### src/rtl/drv_fault_pkg.sv
package drv_fault_pkg;
  // Next state of a hysteretic flag: set wins, then clear, else hold.
  function automatic logic hyst_next(input logic cur, input logic go_on, input logic go_off);
    if (go_on)       return 1'b1;
    else if (go_off) return 1'b0;
    else             return cur;
  endfunction

  // Filter terminal hit: flag high while count already holds limit-1.
  function automatic logic filt_hit(input logic flag, input int unsigned cnt, input int unsigned lim);
    return flag && (cnt == lim - 1);
  endfunction
endpackage

### src/rtl/oc_channel.sv
module oc_channel
  import drv_fault_pkg::*;
#(
  parameter int unsigned FLT_CYC = 100
) (
  input  logic clk,
  input  logic rst_n,
  input  logic flag,
  input  logic clr,
  output logic fault
);
  localparam int CW = $clog2(FLT_CYC + 1);

  logic [CW-1:0] cnt;
  logic          hit;

  assign hit = filt_hit(flag, int'(cnt), FLT_CYC);

  always_ff @(posedge clk or negedge rst_n) begin
    if (!rst_n) begin
      cnt   <= '0;
      fault <= 1'b0;
    end else if (clr) begin
      cnt   <= '0;
      fault <= 1'b0;
    end else begin
      if (!flag)                          cnt <= '0;
      else if (cnt != CW'(FLT_CYC - 1))   cnt <= cnt + 1'b1;
      if (hit) fault <= 1'b1;
    end
  end


  fault_needs_flag_chk: assert property (@(posedge clk) disable iff (!rst_n)
    $rose(fault) |-> $past(flag));

  fault_hold_chk: assert property (@(posedge clk) disable iff (!rst_n)
    fault && !clr |=> fault);

  fault_clear_chk: assert property (@(posedge clk) disable iff (!rst_n)
    clr |=> !fault);
endmodule

### src/rtl/prot_hyst.sv
module prot_hyst
  import drv_fault_pkg::*;
#(
  parameter int W         = 8,
  parameter int ON_LVL    = 165,
  parameter int OFF_LVL   = 155,
  parameter bit HIGH_TRIP = 1'b1,
  parameter bit INIT      = 1'b0
) (
  input  logic         clk,
  input  logic         rst_n,
  input  logic [W-1:0] level,
  output logic         active
);
  localparam logic [W-1:0] ON_V  = ON_LVL[W-1:0];
  localparam logic [W-1:0] OFF_V = OFF_LVL[W-1:0];

  logic go_on, go_off;

  generate
    if (HIGH_TRIP) begin : g_over
      assign go_on  = level >= ON_V;
      assign go_off = level <  OFF_V;
    end else begin : g_under
      assign go_on  = level <  ON_V;
      assign go_off = level >= OFF_V;
    end
  endgenerate

  always_ff @(posedge clk or negedge rst_n) begin
    if (!rst_n) active <= INIT;
    else        active <= hyst_next(active, go_on, go_off);
  end


  trip_on_chk: assert property (@(posedge clk) disable iff (!rst_n)
    go_on |=> active);

  band_hold_chk: assert property (@(posedge clk) disable iff (!rst_n)
    active && !go_off |=> active);
endmodule

### src/rtl/drv_fault_sup.sv
module drv_fault_sup #(
  parameter int NCH        = 8,
  parameter int TW         = 8,
  parameter int VW         = 13,
  parameter int FLT_CYC    = 100,
  parameter int HOT_TRIP_C = 165,
  parameter int HOT_HYST_C = 10,
  parameter int UV_ON_MV   = 3500,
  parameter int UV_OFF_MV  = 4000
) (
  input  logic           clk,
  input  logic           rst_n,
  input  logic [NCH-1:0] oc_raw,
  input  logic [TW-1:0]  temp_c,
  input  logic [VW-1:0]  vdd_mv,
  input  logic           oe_rst,
  output logic [NCH-1:0] ch_off,
  output logic           all_off,
  output logic           hot_stat,
  output logic           uv_stat
);
  localparam int HOT_REL_C = HOT_TRIP_C - HOT_HYST_C;

  logic oe_q;
  logic oe_rise;
  logic flt_clr;

  always_ff @(posedge clk or negedge rst_n) begin
    if (!rst_n) oe_q <= 1'b0;
    else        oe_q <= oe_rst;
  end

  assign oe_rise = oe_rst && !oe_q;
  assign flt_clr = oe_rise || uv_stat;

  generate
    for (genvar i = 0; i < NCH; i++) begin : g_ch
      oc_channel #(.FLT_CYC(FLT_CYC)) u_ch (
        .clk   (clk),
        .rst_n (rst_n),
        .flag  (oc_raw[i]),
        .clr   (flt_clr),
        .fault (ch_off[i])
      );
    end
  endgenerate

  prot_hyst #(.W(TW), .ON_LVL(HOT_TRIP_C), .OFF_LVL(HOT_REL_C),
              .HIGH_TRIP(1'b1), .INIT(1'b0)) u_hot (
    .clk(clk), .rst_n(rst_n), .level(temp_c), .active(hot_stat));

  prot_hyst #(.W(VW), .ON_LVL(UV_ON_MV), .OFF_LVL(UV_OFF_MV),
              .HIGH_TRIP(1'b0), .INIT(1'b1)) u_uv (
    .clk(clk), .rst_n(rst_n), .level(vdd_mv), .active(uv_stat));

  assign all_off = hot_stat | uv_stat;


  lockout_clears_chk: assert property (@(posedge clk) disable iff (!rst_n)
    uv_stat |=> ch_off == '0);

  held_oe_no_clear_chk: assert property (@(posedge clk) disable iff (!rst_n)
    $past(oe_rst) && oe_rst && !uv_stat && ch_off != '0 |=> ch_off != '0);

  global_dis_chk: assert property (@(posedge clk) disable iff (!rst_n)
    all_off == (hot_stat || uv_stat));
endmodule

### config.mk
export PLATFORM = sky130hd
export DESIGN_NAME = drv_fault_sup
export DESIGN_NICKNAME = d
export VERILOG_FILES = /design/src/rtl/drv_fault_pkg.sv /design/src/rtl/oc_channel.sv /design/src/rtl/prot_hyst.sv /design/src/rtl/drv_fault_sup.sv
export SDC_FILE = /design/constraint.sdc
export NUM_CORES = 1
export LEC_CHECK = 0
export ABC_AREA = 1
export BUFFER_PORTS_ARGS = -buffer_cell sky130_fd_sc_hd__buf_2
export CAP_MARGIN = 40
export CELL_PAD_IN_SITES_DETAIL_PLACEMENT = 1
export CELL_PAD_IN_SITES_GLOBAL_PLACEMENT = 2
export CORE_MARGIN = 2
export CORE_UTILIZATION = 37
export DETAILED_ROUTE_END_ITERATION = 10
export GPL_TIMING_DRIVEN = 0
export PLACE_DENSITY = 0.95
export SYNTH_ARGS = -nofsm -noshare
export SYNTH_HDL_FRONTEND = slang
export SYNTH_SLANG_ARGS = --single-unit
### constraint.sdc
create_clock -name clk -period 2.19 [get_ports clk]
set_input_delay 0.5475 -clock clk [delete_from_list [all_inputs] [get_ports clk]]
set_output_delay 0.5475 -clock clk [all_outputs]
set_load 0.02 [all_outputs]
==> results.tsv, run 1 <==
stage	metric	value	unit
status	status	finished, final reports clean	
placement	placed insts	621	
grt	GRT Resource Usage Total	18.1	%
worst_setup_path	crit path DAT	1160	ps
power	Total Power	2.36	mW
logic_synthesis	Synth Area per Inst	7.96	um^2
cts	clk root buf	clkbuf_8	
die	Ports	43	
hold_path	Hold/Removal Path Class	in -> async	
detailed_routing	final WL	8.41	mm
cts	Worst-path clk slew	70	ps
cts	PostCTS Resize Cnt	0	
power	PD cells	571	nW/um^2
die	row count	35	
detailed_routing	Via density	4.86	
timing	Final Hold Fails	0	
logic_synthesis	Ys Warns	0	
worst_setup_path	Critical Path Source Type	flop	
logic_synthesis	Synth Register Bits	67	
detailed_routing	DRC violations left	0	
finish	fraction of layout cells with a size suffix above 1	16.5	%
timing	# setup viols final	0	
worst_setup_path	WS Path Type	reg -> out	
grt	vias in the first global route	3287	
cts	Clock Latency Late Sink	350	ps
finish	final core utilization	44.3	%
detailed_routing	WL per Instance	13.2	um
logic_synthesis	Yosys top cell area share	46.0	%
finish	Synth-to-Final Area Change	15.0	%
timing	fmax	584	MHz
finish	antenna diode count	0	
placement	Port Buffers	40	
cts	Post-CTS Hold Fix Bufs	0	
die	Initial Utilization	38.5	%
timing	Slew HR	68.7	%
timing	Final Cycle Share	78.1	%
logic_synthesis	Synth Instances	451	
cts	CTS Buf Count	9	
grt	global-route wire length before repair	14.9	mm
die	core box area	9330	um^2
grt	initial antenna violation count	0	
cts	htree depth	3	
logic_synthesis	Netlist Area Pre-Place	3590	um^2
worst_setup_path	Crit. End Element	output pin	
cts	post-CTS setup buffers	0	
timing	Worst-Margin Slew	469	ps
power	VDD IR max	0.252	mV
logic_synthesis	leading post-synthesis cells by cell area	dfrtp_1 (46%), nand3_1 (9.2%), nand2_1 (9.0%)	
timing	RSZ-0062 raised after global routing	no	
timing	skew final	8.19	ps
finish	non-filler cells, final	637	
die	die span in y	103	um
worst_setup_path	Worst Path Required	1640	ps
timing	Min Hold Slack	150	ps
logic_synthesis	biggest area consumer among synthesized cells	dfrtp_1	
worst_setup_path	R2R depth	6	
timing	Min Clock Period, post-route	1710	ps
grt	total congestion overflow	0	
detailed_routing	DRT Pass-1 Iters	4	
cts	clock buffer depth	2	
placement	post-DP HPWL	6.22	mm
detailed_routing	initial drt markers	86	
logic_synthesis	syn nets	491	
timing	Fin Setup TNS	0	ps
logic_synthesis	Yosys cell types	27	
detailed_routing	total number of vias	3098	
logic_synthesis	sequential fraction of the synthesis area	46.7	%
cts	CTS tree	built	
worst_setup_path	critical path fanouts, max	3	
die	Die X	103	um
flow_run	max_cap viols	0	
die	area of the die	10500	um^2
grt	largest net degree at the start of global routing	35	
timing	max-slew violation count	0	
finish	Final #Nets	543	
detailed_routing	ANT nets after route	0	
power	leakage	1.97	nW
placement	placer congestion estimate	0.756	
cts	Clock Sink Count	67	
## placed cells by master (no fill, tap or decap), types with 5 or more instances in the layout
cell	count
dfrtp_1	66
inv_1	59
ha_1	8
nor2_1	70
nand2_1	86
inv_2	5
nand3_1	66
clkbuf_8	9
nor3_1	8
buf_2	40
buf_4	10
nand4_1	13
xor2_1	14
xnor2_1	9
a21oi_1	12
## path summary, 6_finish.rpt
path,slack [ps],from,endpoint
min,150,rst_n,g_ch[5].u_ch.cnt[4]
min reg2reg,510,g_ch[3].u_ch.fault,g_ch[3].u_ch.fault
min in group clk,310,vdd_mv[12],u_uv.active
max in group asynchronous,1490,rst_n,g_ch[3].u_ch.cnt[5]
max reg2reg,780,g_ch[6].u_ch.cnt[0],g_ch[6].u_ch.cnt[4]
max,480,u_uv.active,all_off
## Yosys cell counts
library cell	n
a21oi_1	12
a21oi_2	1
and3_1	1
buf_2	1
buf_4	9
buf_6	4
dfrtp_1	66
dfstp_2	1
ha_1	8
inv_1	59
inv_2	5
nand2_1	86
nand2_2	1
nand3_1	66
nand3_2	1
nand3b_1	4
nand4_1	13
nor2_1	70
nor2_2	4
nor2_4	1
nor3_1	8
nor3_2	2
nor3_4	1
o21ai_0	3
or2_0	1
xnor2_1	9
xor2_1	14
## power by group
part           internal (mW)  switching [mW]  leakage, nW
Clock                  0.407           0.464       0.0812
Combinational         0.0726           0.135        0.969
Sequential              1.26          0.0205        0.921
## critical path, stage by stage, from the launching register on
cell and delay [ps]:
dfstp_2 550, inv_1 70, nand2_1 50, buf_2 150
## state kept, by name, indices dropped and copies added, names as in the netlist
register	flops
oe_q	1
g_ch.u_ch.cnt	56
u_uv.active	1
u_hot.active	1
g_ch.u_ch.fault	8
## cell type report
| type | instances | area (um^2) |
|---|---|---|
| Sequential cell | 67 | 1680 |
| Clock inverter | 3 | 15.0 |
| Clock buffer | 13 | 139 |
| Fill cell | 1182 | 5200 |
| Multi-Input combinational cell | 306 | 1550 |
| Buffer | 14 | 118 |
| Timing Repair Buffer | 41 | 223 |
| Tap cell | 129 | 161 |
| Inverter | 64 | 240 |
## metrics by stage
step / setup slack, ps / cell area, um^2
floorplan: 822 / 3590
global placement: 195 / 3950
detailed placement: 674 / 3970
CTS: 455 / 4130
global route: 404 / 4130
finish: 479 / 4130
## per-layer routing
layer	track usage [%]	vias to the layer above	wire length (um)
met2	32.4	50	4230
met5	0	-	0
li1	-	1526	-
met3	3.53	12	291
met1	21.4	1510	3760
met4	6.77	0	136
## cell families (layout without fill, tap and decap cells)
logic type / count (synthesis) / after routing / share of synthesized area, %
buffers and inverters: 78 / 135 / 9.97
AND/OR/NAND/NOR: 259 / 259 / 32.6
XOR/XNOR: 23 / 23 / 5.61
AO/OA/AOI/OAI: 16 / 16 / 2.34
adder cells (fa/ha/maj): 8 / 8 / 2.79
flip-flops: 67 / 67 / 46.7
No activity file was read; power rests on OpenSTA's default activity.
==> inputs of run 2 (changes only) <==
Settings changed: CORE_UTILIZATION 37 to 34, PLACE_DENSITY 0.95 to 0.9.
Clock period 2.19 ns to 1.7 ns, I/O delays scaled along.
==> run 2 against run 1 <==
Effect of this change:
- via count down 1.1%
- register-to-register slack worse by 490 ps
- global-route usage down 2.6 points
- worst setup slack worse by 350 ps
- flip-flop and latch count unchanged
- non-clock buffer count up 1
- sequential power up 29%
- critical endpoint unchanged
- core utilization down 3.6 points
- largest power group unchanged
==> results.tsv, run 2 (synthesized netlist as in run 1, its figures left out) <==
stage	metric	value	unit	change
grt	vias in the first global route	3226		-1.9%
detailed_routing	DRC violations left	0		unchanged
worst_setup_path	Critical Path Source Type	flop		
finish	fillcell total	1294		+9.5%
timing	Final Cycle Share	92.7	%	
finish	non-filler cells, final	645		+1.3%
timing	skew final	9.91	ps	+1.72 ps
timing	Worst-Margin Slew	287	ps	-182 ps
timing	# setup viols final	0		unchanged
die	area of the die	11400	um^2	+8.5%
flow_run	max_cap viols	0		unchanged
detailed_routing	ANT nets after route	0		unchanged
worst_setup_path	Crit. End Element	output pin		
placement	placed insts	628		+1.1%
worst_setup_path	crit path DAT	1150	ps	about the same
cts	Clock Latency Late Sink	340	ps	about the same
cts	CTS Buf Count	9		unchanged
placement	post-DP HPWL	6.04	mm	-3.0%
power	leakage	1.99	nW	+1.1%
finish	most frequent cells in the layout	nand2_1 (86), nor2_1 (70), nand3_1 (66), dfrtp_1 (66), inv_1 (59)		
hold_path	WHS Endpoint	u_uv.active		
timing	fmax	635	MHz	
detailed_routing	initial drt markers	83		-3.5%
worst_setup_path	critical path fanouts, max	3		unchanged
die	Initial Utilization	34.9	%	-3.6 points
die	Die X	107	um	+4.1%
hold_path	worst hold path depth	2		
grt	largest net degree at the start of global routing	50		+43%
cts	post-CTS setup buffers	0		unchanged
grt	GRT Resource Usage Total	15.5	%	-2.6 points
cts	clock buffer depth	2		unchanged
timing	max-slew violation count	0		unchanged
timing	Min Hold Slack	202	ps	+52.6 ps
worst_setup_path	reg-to-reg setup timing slack	290	ps	-490 ps
worst_setup_path	slowest CP cell	dfstp_2		
die	die span in y	107	um	+4.1%
timing	Min Clock Period, post-route	1580	ps	
worst_setup_path	crit path cell chain	inv_1 > nand2_1 > buf_2		
detailed_routing	total number of vias	3064		-1.1%
finish	Synth-to-Final Area Change	16.4	%	
cts	Clock Sink Count	67		unchanged
worst_setup_path	slowest stage delay, CP	550	ps	about the same
cts	htree depth	3		unchanged
placement	Port Buffers	40		unchanged
detailed_routing	Via density	4.75		-2.3%
finish	Biggest register	g_ch.u_ch.cnt		
finish	final core utilization	40.7	%	-3.6 points
status	status	finished, final reports clean		
power	Total Power	3.12	mW	+32%
hold_path	Hold/Removal Path Class	in -> reg		
detailed_routing	WL per Instance	12.5	um	-5.4%
worst_setup_path	worst flop-to-flop path startpoint	g_ch[6].u_ch.cnt[0]		
finish	Final #Nets	544		+0.18%
timing	RSZ-0062 raised after global routing	no		
die	row count	37		+5.7%
die	Ports	43		unchanged
power	PD cells	746	nW/um^2	+31%
finish	most common cell after layout, fill and taps aside	nand2_1		
placement	placer congestion estimate	0.800		+5.8%
timing	Fin Setup TNS	0	ps	unchanged
timing	Final Hold Fails	0		unchanged
power	VDD IR max	0.412	mV	+64%
worst_setup_path	Worst Path Required	1270	ps	-370 ps
grt	total congestion overflow	0		unchanged
cts	CTS tree	built		
die	core box area	10300	um^2	+10%
worst_setup_path	FF-to-FF End	g_ch[6].u_ch.cnt[2]		
timing	Slew HR	80.9	%	+12 points
worst_setup_path	R2R depth	6		unchanged
cts	clk root buf	clkbuf_8		
detailed_routing	DRT Pass-1 Iters	4		unchanged
finish	fraction of layout cells with a size suffix above 1	17.3	%	+0.75 points
grt	initial antenna violation count	0		unchanged
cts	Post-CTS Hold Fix Bufs	1		+1
finish	leading registers by flop count	g_ch.u_ch.cnt x56, g_ch.u_ch.fault x8		
grt	global-route wire length before repair	14.4	mm	-3.4%
cts	PostCTS Resize Cnt	0		unchanged
detailed_routing	final WL	8.06	mm	-4.2%
worst_setup_path	WS Path Type	reg -> out		
finish	max reg flops	56		unchanged
finish	antenna diode count	0		unchanged
cts	Worst-path clk slew	70	ps	about the same
hold_path	critical hold path startpoint	vdd_mv[12]		
## run 2: report_power, final
group	total (mW)	switching, mW	leakage, nW	internal (mW)
Sequential	1.65	0.0263	0.921	1.62
Combinational	0.267	0.171	0.976	0.0965
Clock	1.20	0.605	0.0949	0.598
## run 2: worst max-delay path by stage
stage,startpoint,to,slack (ps)
global route,u_uv.active,all_off,70
global placement,rst_n,g_ch[7].u_ch.cnt[1],-160
finish,u_uv.active,all_off,120
floorplan,u_uv.active,all_off,450
CTS,u_uv.active,all_off,100
detailed placement,g_ch[6].u_ch.cnt[0],g_ch[6].u_ch.cnt[3],290
## run 2: cell type report
class,count,area (um^2),share of cell area (%)
Timing Repair Buffer,42,240,5.75
Buffer,14,118,2.81
Clock inverter,5,27.5,0.659
Sequential cell,67,1680,40.1
Clock buffer,11,151,3.62
Multi-Input combinational cell,306,1550,37.2
Tap cell,136,170,4.07
Inverter,64,240,5.75
## run 2: through the flow
stage          cell area, um^2  setup slack (ps)
2_1_floorplan             3590               454
3_3_place_gp              3960              -163
3_5_place_dp              3990               293
4_1_cts                   4180              99.7
5_1_grt                   4180              72.2
6_report                  4180               125
## run 2: per-layer routing
metal,up-vias,wire [um],global-route usage [%]
met4,0,120,5.66
met5,-,0,0
met1,1480,3730,19.5
met3,12,228,2.55
met2,42,3980,26.8
li1,1530,-,-
## run 2: worst max-delay path: cells and delay by family (launching register included)
kind	cells	cell delay, ps
and+or+nand+nor	1	50
buffers and inverters	2	210
DFF	1	550
==> inputs of run 3 (changes only) <==
Settings changed: RECOVER_POWER set to 100.
==> run 3 against run 2 <==
Effect of this change:
- worst setup slack lost 11 ps
- count of clock-buffer cells in the layout is the same
- design area shrank 1.7%
- worst hold slack gained 6.4 ps
- via count shrank 0.46%
- first-iteration DRC count grew 30%
- combinational power shrank 5%
==> results.tsv, run 3 (synthesized netlist as in run 1, its figures left out) <==
stage	metric	value	unit	change
status	status	finished, final reports clean		
worst_setup_path	crit path cell chain	inv_1 > nand2_1 > clkbuf_2		
timing	Slew HR	66.5	%	-14 points
worst_setup_path	WS Path Type	reg -> out		
finish	most common cell after layout, fill and taps aside	nand2_1		
finish	leading registers by flop count	g_ch.u_ch.cnt x56, g_ch.u_ch.fault x8		
placement	Port Buffers	40		unchanged
cts	Post-CTS Hold Fix Bufs	1		unchanged
grt	GRT Resource Usage Total	15.5	%	unchanged
grt	total congestion overflow	0		unchanged
grt	initial antenna violation count	0		unchanged
worst_setup_path	Critical Path Source Type	flop		
worst_setup_path	critical path fanouts, max	3		unchanged
grt	largest net degree at the start of global routing	50		unchanged
worst_setup_path	Worst Path Buf+Inv	2		unchanged
grt	global-route wire length before repair	14.4	mm	unchanged
finish	Biggest register	g_ch.u_ch.cnt		
worst_setup_path	crit path DAT	1160	ps	about the same
detailed_routing	final WL	8.05	mm	about the same
cts	post-CTS setup buffers	0		unchanged
cts	clk root buf	clkbuf_8		
power	Total Power	3.10	mW	-0.53%
detailed_routing	WL per Instance	12.5	um	about the same
timing	skew final	10.9	ps	+0.983 ps
cts	Worst-path clk slew	70	ps	about the same
detailed_routing	total number of vias	3050		-0.46%
finish	Final #Nets	544		unchanged
die	die span in y	107	um	unchanged
timing	# setup viols final	0		unchanged
cts	htree depth	3		unchanged
worst_setup_path	slowest CP cell	dfstp_1		
worst_setup_path	Crit. End Element	output pin		
die	Initial Utilization	34.9	%	unchanged
die	area of the die	11400	um^2	unchanged
detailed_routing	ANT nets after route	0		unchanged
timing	Final Cycle Share	93.3	%	+0.64 points
placement	placer congestion estimate	0.800		unchanged
detailed_routing	initial drt markers	108		+30%
placement	post-DP HPWL	6.04	mm	unchanged
timing	Worst-Margin Slew	503	ps	+216 ps
timing	fmax	630	MHz	-0.68%
die	core box area	10300	um^2	unchanged
detailed_routing	DRT Pass-1 Iters	4		unchanged
cts	CTS tree	built		
grt	vias in the first global route	3226		unchanged
die	Ports	43		unchanged
power	PD cells	755	nW/um^2	+1.2%
detailed_routing	Via density	4.73		-0.46%
finish	fraction of layout cells with a size suffix above 1	13.0	%	-4.3 points
timing	Min Hold Slack	209	ps	+6.44 ps
finish	antenna diode count	0		unchanged
flow_run	max_cap viols	0		unchanged
cts	CTS Buf Count	9		unchanged
timing	max-slew violation count	0		unchanged
cts	PostCTS Resize Cnt	0		unchanged
finish	max reg flops	56		unchanged
worst_setup_path	Worst Path Required	1270	ps	about the same
finish	most frequent cells in the layout	nand2_1 (86), nor2_1 (73), nand3_1 (67), dfrtp_1 (66), inv_1 (62)		
die	row count	37		unchanged
power	VDD IR max	0.412	mV	about the same
worst_setup_path	Worst path top cell family by delay	flip-flops		
cts	clock buffer depth	2		unchanged
hold_path	Hold/Removal Path Class	in -> reg		
timing	Min Clock Period, post-route	1590	ps	+10.8 ps
worst_setup_path	slowest stage delay, CP	540	ps	about the same
detailed_routing	DRC violations left	0		unchanged
timing	RSZ-0062 raised after global routing	no		
finish	Synth-to-Final Area Change	14.4	%	
die	Die X	107	um	unchanged
timing	Final Hold Fails	0		unchanged
cts	Clock Latency Late Sink	340	ps	about the same
cts	Clock Sink Count	67		unchanged
finish	fillcell total	1308		+1.1%
power	leakage	1.94	nW	-2.7%
run 3: final timing paths:
| check | startpoint | endpoint | slack (ps) | cells after the start |
|---|---|---|---|---|
| worst max-delay path | u_uv.active | all_off | 110 | 3 |
| worst min-delay path | vdd_mv[12] | u_uv.active | 210 | 2 |
| worst max register to register | g_ch[6].u_ch.cnt[0] | g_ch[6].u_ch.cnt[3] | 180 | 6 |
| worst min register to register | g_ch[5].u_ch.fault | g_ch[5].u_ch.fault | 520 | 2 |
| max in group asynchronous | rst_n | u_uv.active | 290 | 3 |
| min in group asynchronous | rst_n | g_ch[5].u_ch.cnt[5] | 570 | 2 |
run 3: cell type report:
| type | instances | area (um^2) | area share, % |
|---|---|---|---|
| plain buffers | 14 | 111 | 2.71 |
| inverters | 64 | 240 | 5.85 |
| clock buffers | 11 | 151 | 3.69 |
| flip-flops and latches | 67 | 1680 | 40.8 |
| repair buffers | 42 | 208 | 5.06 |
| clock inverters | 5 | 27.5 | 0.670 |
| well taps | 136 | 170 | 4.14 |
| multi-input cells | 306 | 1520 | 37.0 |
run 3: stage by stage:
| step | TNS (ps) | area (um^2) | std cells | util (%) | setup WS, ps |
|---|---|---|---|---|---|
| after floorplan | 0 | 3590 | 451 | - | 454 |
| after global placement | -10490 | 3960 | 627 | 38.5 | -163 |
| after detailed placement | 0 | 3990 | 628 | 38.8 | 293 |
| after CTS | 0 | 4180 | 645 | 40.7 | 99.7 |
| after global routing | 0 | 4110 | 645 | 40.0 | 42.6 |
| final | 0 | 4110 | 645 | 40.0 | 114 |
run 3: power breakdown:
| part | internal (mW) | leakage [nW] | switching [mW] |
|---|---|---|---|
| Clock | 0.598 | 0.0949 | 0.602 |
| Sequential | 1.62 | 0.921 | 0.0261 |
| Combinational | 0.0864 | 0.923 | 0.168 |
| Total | 2.31 | 1.94 | 0.796 |
run 3: routing by layer:
| metal | wire length, um | GRT usage [%] | up-vias | part of all wire (%) |
|---|---|---|---|---|
| li1 | - | - | 1529 | - |
| met1 | 3750 | 19.5 | 1473 | 47 |
| met2 | 4010 | 26.8 | 40 | 50 |
| met3 | 219 | 2.55 | 8 | 2.7 |
| met4 | 79 | 5.66 | 0 | 0.98 |
| met5 | 0 | 0 | - | 0 |
